==> config.mk <==
export PLATFORM = sky130hd
export DESIGN_NAME = vbl_loader
export DESIGN_NICKNAME = d
export VERILOG_FILES = /design/src/rtl/vbl_pkg.sv /design/src/rtl/vbl_len_decode.sv /design/src/rtl/vbl_byte_place.sv /design/src/rtl/vbl_seq.sv /design/src/rtl/vbl_loader.sv
export SDC_FILE = /design/constraint.sdc
export NUM_CORES = 1
export LEC_CHECK = 0
export BUFFER_PORTS_ARGS = -buffer_cell sky130_fd_sc_hd__buf_2
export CORE_MARGIN = 8
export CORE_UTILIZATION = 50
export CTS_BUF_LIST = sky130_fd_sc_hd__clkbuf_2 sky130_fd_sc_hd__clkbuf_4 sky130_fd_sc_hd__clkbuf_8
export DETAILED_ROUTE_END_ITERATION = 10
export PLACE_DENSITY = 0.8
export SLEW_MARGIN = 20
export SYNTH_ARGS = -nofsm -noshare
export SYNTH_HDL_FRONTEND = slang
export SYNTH_SLANG_ARGS = --single-unit
==> constraint.sdc <==
create_clock -name clk -period 3.2 [get_ports clk]
set_input_delay 0.16 -clock clk [delete_from_list [all_inputs] [get_ports clk]]
set_output_delay 0.16 -clock clk [all_outputs]
set_load 0.01 [all_outputs]
==> src/rtl/vbl_pkg.sv <==
package vbl_pkg;
    localparam int VEC_BYTES = 16;
    localparam int BYTE_W    = 8;
    localparam int VEC_W     = VEC_BYTES * BYTE_W;
    localparam int CNT_W     = $clog2(VEC_BYTES + 1);
    localparam int LANE_W    = $clog2(VEC_BYTES);

    typedef logic [CNT_W-1:0]  cnt_t;
    typedef logic [LANE_W-1:0] lane_t;

    typedef enum logic [1:0] {
        ST_IDLE,
        ST_REQ,
        ST_WAIT,
        ST_DONE
    } seq_state_e;

    typedef struct packed {
        cnt_t nbytes;
        logic reverse;
    } load_cmd_t;

    // Saturate the raw count byte at the vector size.
    function automatic cnt_t clamp_len(input logic [BYTE_W-1:0] raw);
        if (raw >= BYTE_W'(VEC_BYTES))
            return cnt_t'(VEC_BYTES);
        return cnt_t'(raw);
    endfunction

    // Vector lane targeted by the k-th fetched byte.
    function automatic lane_t lane_of(input cnt_t k, input logic reverse);
        if (reverse)
            return lane_t'(VEC_BYTES - 1) - k[LANE_W-1:0];
        return k[LANE_W-1:0];
    endfunction
endpackage

==> src/rtl/vbl_len_decode.sv <==
module vbl_len_decode
    import vbl_pkg::*;
#(
    parameter int LEN_OP_W = 64
) (
    input  logic [LEN_OP_W-1:0] len_op_i,
    input  logic                little_i,
    input  logic                left_just_i,
    output load_cmd_t           cmd_o
);
    localparam int LEN_MSB = LEN_OP_W - 1;

    logic [BYTE_W-1:0] raw_len;

    generate
        if (LEN_OP_W >= BYTE_W) begin : g_top_byte
            assign raw_len = len_op_i[LEN_MSB -: BYTE_W];
        end else begin : g_narrow
            assign raw_len = BYTE_W'(len_op_i);
        end
    endgenerate

    always_comb begin
        cmd_o.nbytes  = clamp_len(raw_len);
        cmd_o.reverse = little_i & ~left_just_i;
    end
endmodule

==> src/rtl/vbl_byte_place.sv <==
module vbl_byte_place
    import vbl_pkg::*;
(
    input  logic              clk,
    input  logic              rst,
    input  logic              clear_i,
    input  logic              wr_i,
    input  cnt_t              idx_i,
    input  logic              reverse_i,
    input  logic [BYTE_W-1:0] data_i,
    output logic [VEC_W-1:0]  vec_o
);
    lane_t lane_sel;
    logic [BYTE_W-1:0] lane_q [VEC_BYTES];

    assign lane_sel = lane_of(idx_i, reverse_i);

    generate
        for (genvar e = 0; e < VEC_BYTES; e++) begin : g_lane
            always_ff @(posedge clk) begin
                if (rst || clear_i)
                    lane_q[e] <= '0;
                else if (wr_i && lane_sel == lane_t'(e))
                    lane_q[e] <= data_i;
            end
            assign vec_o[VEC_W-1-BYTE_W*e -: BYTE_W] = lane_q[e];
        end
    endgenerate

    // a clear leaves the whole vector at zero on the next cycle
    p_clear_zero_r4: assert property (@(posedge clk) disable iff (rst)
        clear_i |=> (vec_o == '0));

    // a write with no clear changes only the selected lane
    p_write_one_lane_r5: assert property (@(posedge clk) disable iff (rst)
        (wr_i && !clear_i) |=> ($countones(vec_o ^ $past(vec_o)) <= BYTE_W));
endmodule

==> src/rtl/vbl_seq.sv <==
module vbl_seq
    import vbl_pkg::*;
#(
    parameter int ADDR_W = 64
) (
    input  logic              clk,
    input  logic              rst,
    input  logic              start_i,
    input  logic [ADDR_W-1:0] addr_i,
    input  load_cmd_t         cmd_i,
    input  logic              mem_rvalid_i,
    output logic              mem_req_o,
    output logic [ADDR_W-1:0] mem_addr_o,
    output logic              clear_o,
    output logic              wr_o,
    output cnt_t              idx_o,
    output logic              reverse_o,
    output logic              done_o
);
    seq_state_e        st_q;
    logic [ADDR_W-1:0] addr_q;
    cnt_t              cnt_q;
    cnt_t              n_q;
    logic              rev_q;
    cnt_t              cnt_nxt;
    logic              accept;
    logic              last_byte;

    assign cnt_nxt   = cnt_q + cnt_t'(1);
    assign accept    = (st_q == ST_IDLE) && start_i;
    assign last_byte = (cnt_nxt == n_q);

    always_ff @(posedge clk) begin
        if (rst) begin
            st_q   <= ST_IDLE;
            addr_q <= '0;
            cnt_q  <= '0;
            n_q    <= '0;
            rev_q  <= 1'b0;
        end else begin
            unique case (st_q)
                ST_IDLE: if (start_i) begin
                    addr_q <= addr_i;
                    n_q    <= cmd_i.nbytes;
                    rev_q  <= cmd_i.reverse;
                    cnt_q  <= '0;
                    st_q   <= (cmd_i.nbytes == '0) ? ST_DONE : ST_REQ;
                end
                ST_REQ:  st_q <= ST_WAIT;
                ST_WAIT: if (mem_rvalid_i) begin
                    addr_q <= addr_q + ADDR_W'(1);
                    cnt_q  <= cnt_nxt;
                    st_q   <= last_byte ? ST_DONE : ST_REQ;
                end
                ST_DONE: st_q <= ST_IDLE;
                default: st_q <= ST_IDLE;
            endcase
        end
    end

    always_comb begin
        mem_req_o  = (st_q == ST_REQ);
        mem_addr_o = addr_q;
        clear_o    = accept;
        wr_o       = (st_q == ST_WAIT) && mem_rvalid_i;
        idx_o      = cnt_q;
        reverse_o  = rev_q;
        done_o     = (st_q == ST_DONE);
    end

    // a request lasts one cycle
    p_req_pulse_r9: assert property (@(posedge clk) disable iff (rst)
        mem_req_o |=> !mem_req_o);

    // a non-final response is followed at once by the next request
    p_next_req_r9: assert property (@(posedge clk) disable iff (rst)
        (st_q == ST_WAIT && mem_rvalid_i && !last_byte) |=> mem_req_o);

    // successive requests step the address by one
    p_addr_step_r8: assert property (@(posedge clk) disable iff (rst)
        (st_q == ST_WAIT && mem_rvalid_i && !last_byte)
        |=> (mem_addr_o == $past(mem_addr_o) + ADDR_W'(1)));

    // done is a single-cycle pulse
    p_done_pulse_r10: assert property (@(posedge clk) disable iff (rst)
        done_o |=> !done_o);

    // a zero count goes straight to completion with no request
    p_zero_len_r2: assert property (@(posedge clk) disable iff (rst)
        (accept && cmd_i.nbytes == '0) |=> (done_o && !mem_req_o));

    // a start while busy does not disturb the latched count
    p_busy_ignore_r11: assert property (@(posedge clk) disable iff (rst)
        (st_q != ST_IDLE && start_i) |=> (n_q == $past(n_q)));

    // progress never passes the clamped count
    p_cnt_bound_r3: assert property (@(posedge clk) disable iff (rst)
        (cnt_q <= n_q) && (n_q <= cnt_t'(VEC_BYTES)));
endmodule

==> src/rtl/vbl_loader.sv <==
module vbl_loader
    import vbl_pkg::*;
#(
    parameter int ADDR_W   = 64,
    parameter int LEN_OP_W = 64
) (
    input  logic                clk,
    input  logic                rst,
    input  logic                start_i,
    input  logic [ADDR_W-1:0]   addr_i,
    input  logic [LEN_OP_W-1:0] len_op_i,
    input  logic                little_i,
    input  logic                left_just_i,
    output logic                mem_req_o,
    output logic [ADDR_W-1:0]   mem_addr_o,
    input  logic                mem_rvalid_i,
    input  logic [BYTE_W-1:0]   mem_rdata_i,
    output logic [VEC_W-1:0]    result_o,
    output logic                done_o
);
    load_cmd_t cmd;
    logic      clear;
    logic      wr;
    cnt_t      idx;
    logic      reverse;

    vbl_len_decode #(.LEN_OP_W(LEN_OP_W)) u_decode (
        .len_op_i    (len_op_i),
        .little_i    (little_i),
        .left_just_i (left_just_i),
        .cmd_o       (cmd)
    );

    vbl_seq #(.ADDR_W(ADDR_W)) u_seq (
        .clk          (clk),
        .rst          (rst),
        .start_i      (start_i),
        .addr_i       (addr_i),
        .cmd_i        (cmd),
        .mem_rvalid_i (mem_rvalid_i),
        .mem_req_o    (mem_req_o),
        .mem_addr_o   (mem_addr_o),
        .clear_o      (clear),
        .wr_o         (wr),
        .idx_o        (idx),
        .reverse_o    (reverse),
        .done_o       (done_o)
    );

    vbl_byte_place u_place (
        .clk       (clk),
        .rst       (rst),
        .clear_i   (clear),
        .wr_i      (wr),
        .idx_i     (idx),
        .reverse_i (reverse),
        .data_i    (mem_rdata_i),
        .vec_o     (result_o)
    );

    // outputs are quiet in the cycle after reset
    p_reset_quiet_r12: assert property (@(posedge clk)
        rst |=> (!mem_req_o && !done_o && result_o == '0));
endmodule

==> impl_metrics.csv, run 1 <==
group,metric,value,unit
place,numPortBuffers,279,
logic_synthesis,syn_area,9780,um2
floorplan,die_h,156,um
pwr,irDropWorstVdd,0.000288,V
route,avgViaCountPerCell,5.65,
layout,antennaDiodeCount,0,
critical_path,timing.rr.end,"u_seq.mem_addr_o[60]$_SDFFE_PP0P_",
floorplan,dieArea,24300,um2
route,routed-via-count,8844,
layout,n_fill_cell,1544,
pwr,p_switching,1.70,mW
pwr,clock_power_share,0.374,
floorplan,rows,51,
sta,hold_violations,0,
route,wl,29800,um
pwr,power.leakage,5.36,nW
status,status,"complete, no violations",
floorplan,io_pins,336,
sta,period_minus_slack,2.74,ns
grt,grt_pass1_wl,46500,um
critical_path,slowest_stage,"or4_4",
critical_path,cp.required,3.59,ns
sta,skew,0.0255,ns
pwr,share_comb_of_total_power,0.133,
critical_path,crit_start,"u_seq.mem_addr_o[0]$_SDFFE_PP0P_",
route,drc,0,
layout,seq_area,5390,um2
layout,fin_nets,1425,
worst_hold_path,min_path_type,"in -> reg",
sta,slew_headroom,0.284,
clocking,cts_buffer_depth,3,
sta,finalCritPeriodShare,0.857,
route,ant_nets,0,
sta,max_freq,365,MHz
grt,antenna_found_initial,1,
critical_path,crit_end,"u_seq.mem_addr_o[60]$_SDFFE_PP0P_",
route,dr.pass1.iters,5,
logic_synthesis,syn_nets,1119,
grt,grt_usage,0.238,
logic_synthesis,synthFlopType,"edfxtp_1",
logic_synthesis,async_reset_ff_frac,0,
clocking,cts_max_level,2,
logic_synthesis,synthCells,975,
critical_path,end_kind,"flop",
floorplan,start_util,0.506,
logic_synthesis,yosys_warnings,0,
grt,gr-total-overflow,0,
clocking,clock-sinks,205,
grt,grt_pass1_vias,8747,
flow_run,maxCapViolCount,0,
sta,tightestPinTransition,1.06,ns
sta,setup_tns,0,ns
pwr,p_int,4.67,mW
pwr,finalPower,6.37,mW
logic_synthesis,synth_cell_types,59,
place,gp_congestion,0.826,
layout,area_growth,27.3,%
sta,grt_setup_unrepaired,"no",
critical_path,arrival,3.13,ns
floorplan,die_x,156,um
critical_path,crit_fanout,8,
route,routedWlPerCell,19.1,um
clocking,cts-root-buf,"clkbuf_8",
critical_path,rr_startpoint,"u_seq.mem_addr_o[0]$_SDFFE_PP0P_",
clocking,clk_pin_slew,0.06,ns
layout,layout.cells.non_filler,1566,
clocking,clk-insertion-delay-late,0.53,ns
layout,drive_above_1_share,0.289,
layout,multi_input_area,4180,um2
grt,grt_max_degree,98,
critical_path,r2r_setup_slack,0.46,ns
logic_synthesis,post_synth.cell_area_avg,10.0,um2
critical_path,crit_chain,"ha_1, and3_1, nand4_2, or4_4, nor4_1, xnor2_1, o22ai_1",
logic_synthesis,synth-seq-area-share,0.550,
pwr,power.density,512,nW/um2
route,drt_iter0_markers,594,
layout,most-common-layout-cells,"buf_2, and2_1, edfxtp_1",
critical_path,crit_type,"reg -> reg",
layout,layout_commonest_cell,"buf_2",
critical_path,worstSetupStartpointType,"flop",
sta,setup_viol,0,
pwr,p_sw_frac,0.266,
clocking,cts-buffers-inserted,35,
clocking,tritoncts,"yes",
place,dp_hpwl,21000,um
logic_synthesis,synth-edff-count,128,
floorplan,coreArea,19300,um2
critical_path,critPathMaxStageDelay,0.69,ns
place,place_inst,1481,
pwr,pwr-share-seq,0.493,
sta,maxSlewViolCount,0,
critical_path,reg2reg_depth,7,
logic_synthesis,ys_ff_latch,205,
==> layer usage <==
metal | vias to the layer above | part of all wire | wire (um) | GRT usage
li1 | 4197 | - | - | -
met1 | 4184 | 0.39 | 11600 | 0.281
met2 | 408 | 0.49 | 14600 | 0.415
met3 | 53 | 0.099 | 2960 | 0.0690
met4 | 2 | 0.020 | 595 | 0.0628
met5 | - | 0.00040 | 12 | 0
==> layout make-up <==
cell class | instances | share of cell area
multi-input combinational | 707 | 0.335
clock inverter | 6 | 0.00482
clock buffer | 51 | 0.0508
sequential | 205 | 0.432
inverter | 2 | 0.000603
timing repair buffer | 330 | 0.149
tap | 265 | 0.0266
==> metrics by stage <==
| step | instance area, um2 | worst slack, ns | util | hold slack [ns] |
|---|---|---|---|---|
| final | 12500 | 0.459 | 0.644 | 0.0208 |
| after global routing | 12500 | 0.260 | 0.644 | 0.0239 |
| after CTS | 12500 | 0.480 | 0.644 | 0.000697 |
| after detailed placement | 11500 | 0.504 | 0.594 | 0.422 |
| after global placement | 11500 | 0.539 | 0.594 | 0.419 |
| after floorplan | 9780 | 0.751 | - | 0.308 |
==> power groups by stage <==
| stage | clock network, mW | logic [mW] | registers, mW |
|---|---|---|---|
| floorplan | 0 | 0.350 | 3.25 |
| global placement | 0 | 0.807 | 3.18 |
| detailed placement | 0 | 0.823 | 3.19 |
| CTS | 2.42 | 0.852 | 3.14 |
| global route | 2.53 | 0.927 | 3.16 |
| finish | 2.39 | 0.848 | 3.14 |
==> sequential cells by signal, indices dropped and copies added (netlist names) <==
signal / cells
u_seq.reverse_o: 1
u_seq.idx_o: 5
u_seq.mem_addr_o: 64
u_seq.n_q: 5
u_place.lane_q: 128
u_seq.st_q: 2
==> cells in the mapped netlist, types with 12 or more instances <==
cell type	instances	share of area
a31oi_1	12	0.0077
nand2_1	61	0.023
nor2_1	98	0.038
a21oi_1	47	0.024
clkbuf_1	53	0.020
nor3_1	18	0.0092
a22oi_1	18	0.014
dfxtp_1	77	0.16
o22ai_1	14	0.0090
and2_1	136	0.087
or3_1	12	0.0077
nand3_1	47	0.024
o21ai_0	59	0.030
nand4_1	20	0.013
edfxtp_1	128	0.39
and3_1	28	0.018
==> how the worst min path moves through the flow <==
| stage | startpoint | endpoint | slack (ns) | cells after the start |
|---|---|---|---|---|
| 2_1_floorplan | len_op_i[56] | u_seq.n_q[0]$_SDFFE_PP0P_ | 0.31 | 2 |
| 3_3_place_gp | len_op_i[59] | u_seq.n_q[3]$_SDFFE_PP0P_ | 0.42 | 3 |
| 3_5_place_dp | len_op_i[57] | u_seq.n_q[1]$_SDFFE_PP0P_ | 0.42 | 3 |
| 4_1_cts | addr_i[25] | u_seq.mem_addr_o[25]$_SDFFE_PP0P_ | 0.0007 | 5 |
| 5_1_grt | addr_i[13] | u_seq.mem_addr_o[13]$_SDFFE_PP0P_ | 0.02 | 4 |
| 6_report | addr_i[57] | u_seq.mem_addr_o[57]$_SDFFE_PP0P_ | 0.02 | 4 |
==> repair_timing <==
item,in CTS,in global routing
endpoints found under the hold margin,27,0
gates resized for setup,0,0
hold buffers,28,0
buffers inserted,0,0
==> critical path, delay by kind of cell (launching register included) <==
family	cells	cell delay (ns)
xor+xnor	1	0.16
simple gates	4	1.69
flops	1	0.44
compound gates	1	0.09
fa+ha+maj	1	0.22
==> logic make-up after synthesis <==
kind of cell | after synthesis | share of synthesized area
adder cells (fa/ha/maj) | 2 | 0.00256
multiplexers | 6 | 0.00614
XOR/XNOR | 15 | 0.0134
AO/OA/AOI/OAI | 211 | 0.136
flip-flops | 205 | 0.550
AND/OR/NAND/NOR | 473 | 0.267
buffers and inverters | 63 | 0.0246
Note: power is estimated with default switching activity, not from simulation.
==> run 2, diff against run 1 <==
Settings changed: CORE_UTILIZATION 50 to 52, PLACE_DENSITY 0.8 to 0.82.
==> run 2 against run 1 <==
  * Clock-buffer cell count grew 2
  * Global-route usage up 0.27 points
  * Register-to-register slack hardly changed
  * Core utilization rose by 1.8 points
  * Critical path depth shrank 1
  * Sequential cell count did not move
  * Setup slack improved by 0.014 ns
  * Cell count is 2.3% lower
  * Die area fell by 3.5%
  * Critical endpoint is now u_seq.mem_addr_o[41]$_SDFFE_PP0P_
  * Highest routed layer unchanged
==> impl_metrics.csv, run 2 (synthesized netlist as in run 1, its figures left out) <==
group,metric,value,unit
critical_path,crit_type,"reg -> reg",
route,routed-via-count,8778,
sta,setup_viol,0,
pwr,irDropWorstVdd,0.000276,V
critical_path,cp.required,3.58,ns
layout,drive_above_1_share,0.287,
flow_run,maxCapViolCount,0,
clocking,cts_setup_buffers,0,
floorplan,die_h,153,um
route,routedWlPerCell,19.2,um
grt,grt_pass1_wl,46100,um
clocking,cts_max_level,2,
status,status,"complete, no violations",
floorplan,dieArea,23500,um2
clocking,clk-insertion-delay-late,0.51,ns
clocking,cts_hold_buf,24,
place,dp_hpwl,20400,um
grt,antenna_found_initial,1,
sta,setup_tns,0,ns
layout,fin_nets,1415,
floorplan,die_x,153,um
layout,area_growth,25.9,%
floorplan,start_util,0.527,
grt,grt_pass1_vias,8566,
clocking,cts_buffer_depth,3,
layout,n_fill_cell,1466,
clocking,cts_resized,0,
sta,period_minus_slack,2.73,ns
critical_path,end_kind,"flop",
layout,seq_area,5390,um2
sta,max_freq,367,MHz
route,drt_iter0_markers,706,
clocking,clock-sinks,205,
critical_path,worstSetupStartpointType,"flop",
pwr,power.density,508,nW/um2
grt,grt_usage,0.241,
place,gp_congestion,0.872,
layout,layout_commonest_cell,"buf_2",
clocking,cts-root-buf,"clkbuf_8",
clocking,clk_pin_slew,0.06,ns
layout,multi_input_area,4180,um2
layout,antennaDiodeCount,0,
route,avgViaCountPerCell,5.74,
sta,slew_headroom,0.253,
critical_path,crit_fanout,12,
layout,largest_register_ffs,128,
sta,setup_slack,0.473,ns
place,place_ws,0.511,ns
route,wl,29300,um
sta,grt_setup_unrepaired,"no",
pwr,power.leakage,5.31,nW
grt,gr-total-overflow,0,
critical_path,arrival,3.11,ns
floorplan,io_pins,336,
clocking,tritoncts,"yes",
clocking,cts-buffers-inserted,34,
sta,finalCritPeriodShare,0.852,
layout,most-common-layout-cells,"buf_2, and2_1, edfxtp_1",
sta,maxSlewViolCount,0,
sta,skew,0.0144,ns
pwr,finalPower,6.26,mW
sta,hold_violations,0,
floorplan,rows,50,
sta,whs,0.0167,ns
layout,regMostFlops,"u_place.lane_q",
route,dr.pass1.iters,5,
route,drc,0,
grt,grt_max_degree,97,
place,numPortBuffers,279,
worst_hold_path,min_path_type,"in -> reg",
route,ant_nets,0,
sta,tightestPinTransition,1.11,ns
floorplan,coreArea,18600,um2
-- run 2: worst max-delay path, stage by stage (launching register included) --
cell     delay, ns
dfxtp_1       0.48
nand2_2       0.14
or4_4         0.65
nor4_4        0.68
nand3_1       0.20
nand3_1       0.12
or3b_1        0.34
-- run 2: worst paths after layout --
path	slack, ns	endpoint	from	depth (start not counted)
hold / removal	0.02	u_seq.mem_addr_o[11]$_SDFFE_PP0P_	addr_i[11]	3
setup / recovery	0.47	u_seq.mem_addr_o[41]$_SDFFE_PP0P_	u_seq.mem_addr_o[8]$_SDFFE_PP0P_	6
hold reg to reg	0.51	u_seq.n_q[4]$_SDFFE_PP0P_	u_seq.n_q[4]$_SDFFE_PP0P_	2
setup reg to reg	0.47	u_seq.mem_addr_o[41]$_SDFFE_PP0P_	u_seq.mem_addr_o[8]$_SDFFE_PP0P_	6
-- run 2: through the flow --
| step | instance area (um2) | std cells | util |
|---|---|---|---|
| 3_3_place_gp | 11400 | 1445 | 0.614 |
| 3_5_place_dp | 11400 | 1445 | 0.614 |
| 2_1_floorplan | 9780 | 975 | - |
| 5_1_grt | 12300 | 1530 | 0.663 |
| 4_1_cts | 12300 | 1530 | 0.663 |
| 6_report | 12300 | 1530 | 0.663 |
-- run 2: where the power goes --
part           leakage, nW  total, mW  internal, mW  switching [mW]
clock network        0.358       2.28          1.25            1.03
logic                 2.93      0.836         0.329           0.508
registers             2.03       3.14          2.99           0.147
total                 5.31       6.26          4.57            1.69
-- run 2: cell type report --
class | instances | share of cell area
timing repair buffer | 321 | 0.145
clock inverter | 8 | 0.00305
multi-input combinational | 707 | 0.339
clock buffer | 53 | 0.0511
inverter | 2 | 0.000610
tap | 234 | 0.0238
sequential | 205 | 0.437
-- run 2: routing by layer --
layer	part of all wire	global-route usage	vias up
met3	0.10	0.0812	49
met1	0.39	0.282	4132
met4	0.019	0.0674	2
met5	0.00034	0	-
met2	0.49	0.414	405
li1	-	-	4190
==> run 3, diff against run 2 <==
Settings changed: CORE_ASPECT_RATIO set to 0.7, CTS_CLUSTER_SIZE set to 10.
==> run 3 against run 2 <==
  * Power up 3.0%
  * Fmax up 0.90%
  * Cell count up 0.46%
  * Die area up 0.30%
  * Register-to-register slack better by 0.02 ns
  * Sequential cell count unchanged
  * Non-clock buffer count down 2
  * Clock power up 8%
  * Sequential share of layout area down 0.20 points
  * Setup slack better by 0.024 ns
  * Core utilization about the same
==> impl_metrics.csv, run 3 (synthesized netlist as in run 1, its figures left out) <==
group,metric,value,unit
sta,maxSlewViolCount,0,
critical_path,critPathMaxStageDelay,0.66,ns
critical_path,crit_type,"reg -> reg",
clocking,cts-buffers-inserted,34,
critical_path,timing.rr.end,"u_seq.mem_addr_o[37]$_SDFFE_PP0P_",
pwr,irDropWorstVdd,0.000240,V
floorplan,dieArea,23500,um2
sta,slew_headroom,0.279,
layout,regMostFlops,"u_place.lane_q",
floorplan,coreArea,18700,um2
route,routed-via-count,9187,
worst_hold_path,hold_depth,4,
grt,grt_max_degree,97,
worst_hold_path,min_from,"addr_i[45]",
floorplan,die_x,180,um
critical_path,worstSetupStartpointType,"flop",
layout,drive_above_1_share,0.284,
layout,multi_input_area,4180,um2
route,avgViaCountPerCell,5.98,
layout,layout_commonest_cell,"buf_2",
critical_path,rr_startpoint,"u_seq.mem_addr_o[8]$_SDFFE_PP0P_",
pwr,power.leakage,5.33,nW
clocking,cts-root-buf,"clkbuf_8",
floorplan,io_pins,336,
layout,seq_area,5390,um2
sta,finalCritPeriodShare,0.845,
critical_path,reg2reg_depth,7,
clocking,cts_resized,0,
route,wl,31200,um
grt,antenna_found_initial,2,
layout,largest_register_ffs,128,
clocking,tritoncts,"yes",
sta,grt_setup_unrepaired,"no",
status,status,"complete, no violations",
worst_hold_path,holdPathEnd,"u_seq.mem_addr_o[45]$_SDFFE_PP0P_",
sta,setup_viol,0,
grt,grt_usage,0.252,
layout,area_growth,26.4,%
grt,grt_pass1_wl,47600,um
critical_path,cp.required,3.63,ns
critical_path,end_kind,"flop",
clocking,cts_buffer_depth,3,
route,ant_nets,0,
clocking,clk_pin_slew,0.06,ns
pwr,power.density,521,nW/um2
place,numPortBuffers,279,
critical_path,slowest_stage,"or4_4",
floorplan,start_util,0.524,
route,drc,0,
grt,grt_pass1_vias,8690,
route,drt_iter0_markers,1037,
route,dr.pass1.iters,5,
route,routedWlPerCell,20.3,um
critical_path,r2r_setup_slack,0.50,ns
critical_path,crit_fanout,12,
clocking,clk-insertion-delay-late,0.51,ns
sta,max_freq,370,MHz
layout,most-common-layout-cells,"buf_2, and2_1, edfxtp_1",
sta,period_minus_slack,2.70,ns
sta,setup_tns,0,ns
layout,n_fill_cell,1473,
floorplan,die_h,131,um
grt,gr-total-overflow,0,
sta,skew,0.0211,ns
sta,hold_violations,0,
critical_path,timing.critical_path.buf_inv,1,
worst_hold_path,min_path_type,"in -> reg",
sta,whs,0.0137,ns
sta,tightestPinTransition,1.07,ns
flow_run,maxCapViolCount,0,
place,gp_congestion,0.897,
critical_path,arrival,3.13,ns
clocking,cts_max_level,2,
place,dp_hpwl,22100,um
floorplan,rows,42,
clocking,clock-sinks,205,
critical_path,crit_chain,"nand2_2, or4_4, nor4_4, buf_4, nor4b_1, a21oi_1, o22ai_1",
layout,fin_nets,1413,
critical_path,crit_family,"simple AND/OR/NAND/NOR gates",
-- run 3: cell types whose count changed in the layout (fill, tap and decap cells not counted), sizes merged --
cell / previous run / this run
bufinv: 0 / 2
buf: 297 / 296
inv: 2 / 4
dlygate4sd3: 24 / 23
clkbuf: 53 / 48
diode: 0 / 1
clkinv: 7 / 9
clkinvlp: 1 / 0
-- run 3: routing by layer --
layer / share of wire / global-route usage / vias to the layer above
met2: 0.44 / 0.380 / 551
met4: 0.023 / 0.0801 / 2
li1: - / - / 4179
met3: 0.10 / 0.0624 / 69
met1: 0.43 / 0.354 / 4386
met5: 0.00032 / 0 / -
-- run 3: timing repair --
item	CTS	global route
hold endpoints to repair	21	0
setup buffers	0	0
hold buffers	23	0
-- run 3: final cells by class --
| type | count | share of cell area |
|---|---|---|
| diodes | 1 | 0.000202 |
| clock buffers | 48 | 0.0494 |
| clock inverters | 13 | 0.00910 |
| inverters | 2 | 0.000607 |
| multi-input cells | 707 | 0.338 |
| flip-flops and latches | 205 | 0.435 |
| well taps | 242 | 0.0245 |
| repair buffers | 319 | 0.143 |
-- run 3: worst max-delay path by stage --
stage / from / to / cells after the start
2_1_floorplan: u_seq.mem_addr_o[0]$_SDFFE_PP0P_ / u_seq.mem_addr_o[58]$_SDFFE_PP0P_ / 8
3_5_place_dp: u_seq.st_q[0]$_SDFFE_PP0P_ / u_place.lane_q[2][11]$_SDFFCE_PN0P_ / 4
3_3_place_gp: u_seq.mem_addr_o[0]$_SDFFE_PP0P_ / u_seq.mem_addr_o[60]$_SDFFE_PP0P_ / 7
4_1_cts: u_seq.st_q[0]$_SDFFE_PP0P_ / u_place.lane_q[2][14]$_SDFFCE_PN0P_ / 4
5_1_grt: u_seq.mem_addr_o[7]$_SDFFE_PP0P_ / u_seq.mem_addr_o[37]$_SDFFE_PP0P_ / 7
6_report: u_seq.mem_addr_o[8]$_SDFFE_PP0P_ / u_seq.mem_addr_o[37]$_SDFFE_PP0P_ / 7
-- run 3: metrics by stage --
stage / worst slack [ns] / instances / util / instance area, um2 / total power [mW]
floorplan: 0.751 / 975 / - / 9780 / 3.60
global placement: 0.630 / 1452 / 0.612 / 11400 / 3.99
detailed placement: 0.576 / 1452 / 0.612 / 11400 / 4.01
CTS: 0.559 / 1536 / 0.663 / 12400 / 6.46
global route: 0.289 / 1537 / 0.663 / 12400 / 6.67
finish: 0.497 / 1537 / 0.663 / 12400 / 6.45
-- run 3: worst reg2reg max path, cell delays in order (launching register included) --
cell and delay (ns):
dfxtp_1 0.48, nand2_2 0.14, or4_4 0.66, nor4_4 0.62, buf_4 0.24, nor4b_1 0.23
a21oi_1 0.09, o22ai_1 0.16
-- run 3: power by group --
group / internal, mW / total [mW] / switching (mW)
clock: 1.40 / 2.46 / 1.06
sequential: 2.99 / 3.14 / 0.152
combinational: 0.324 / 0.845 / 0.521
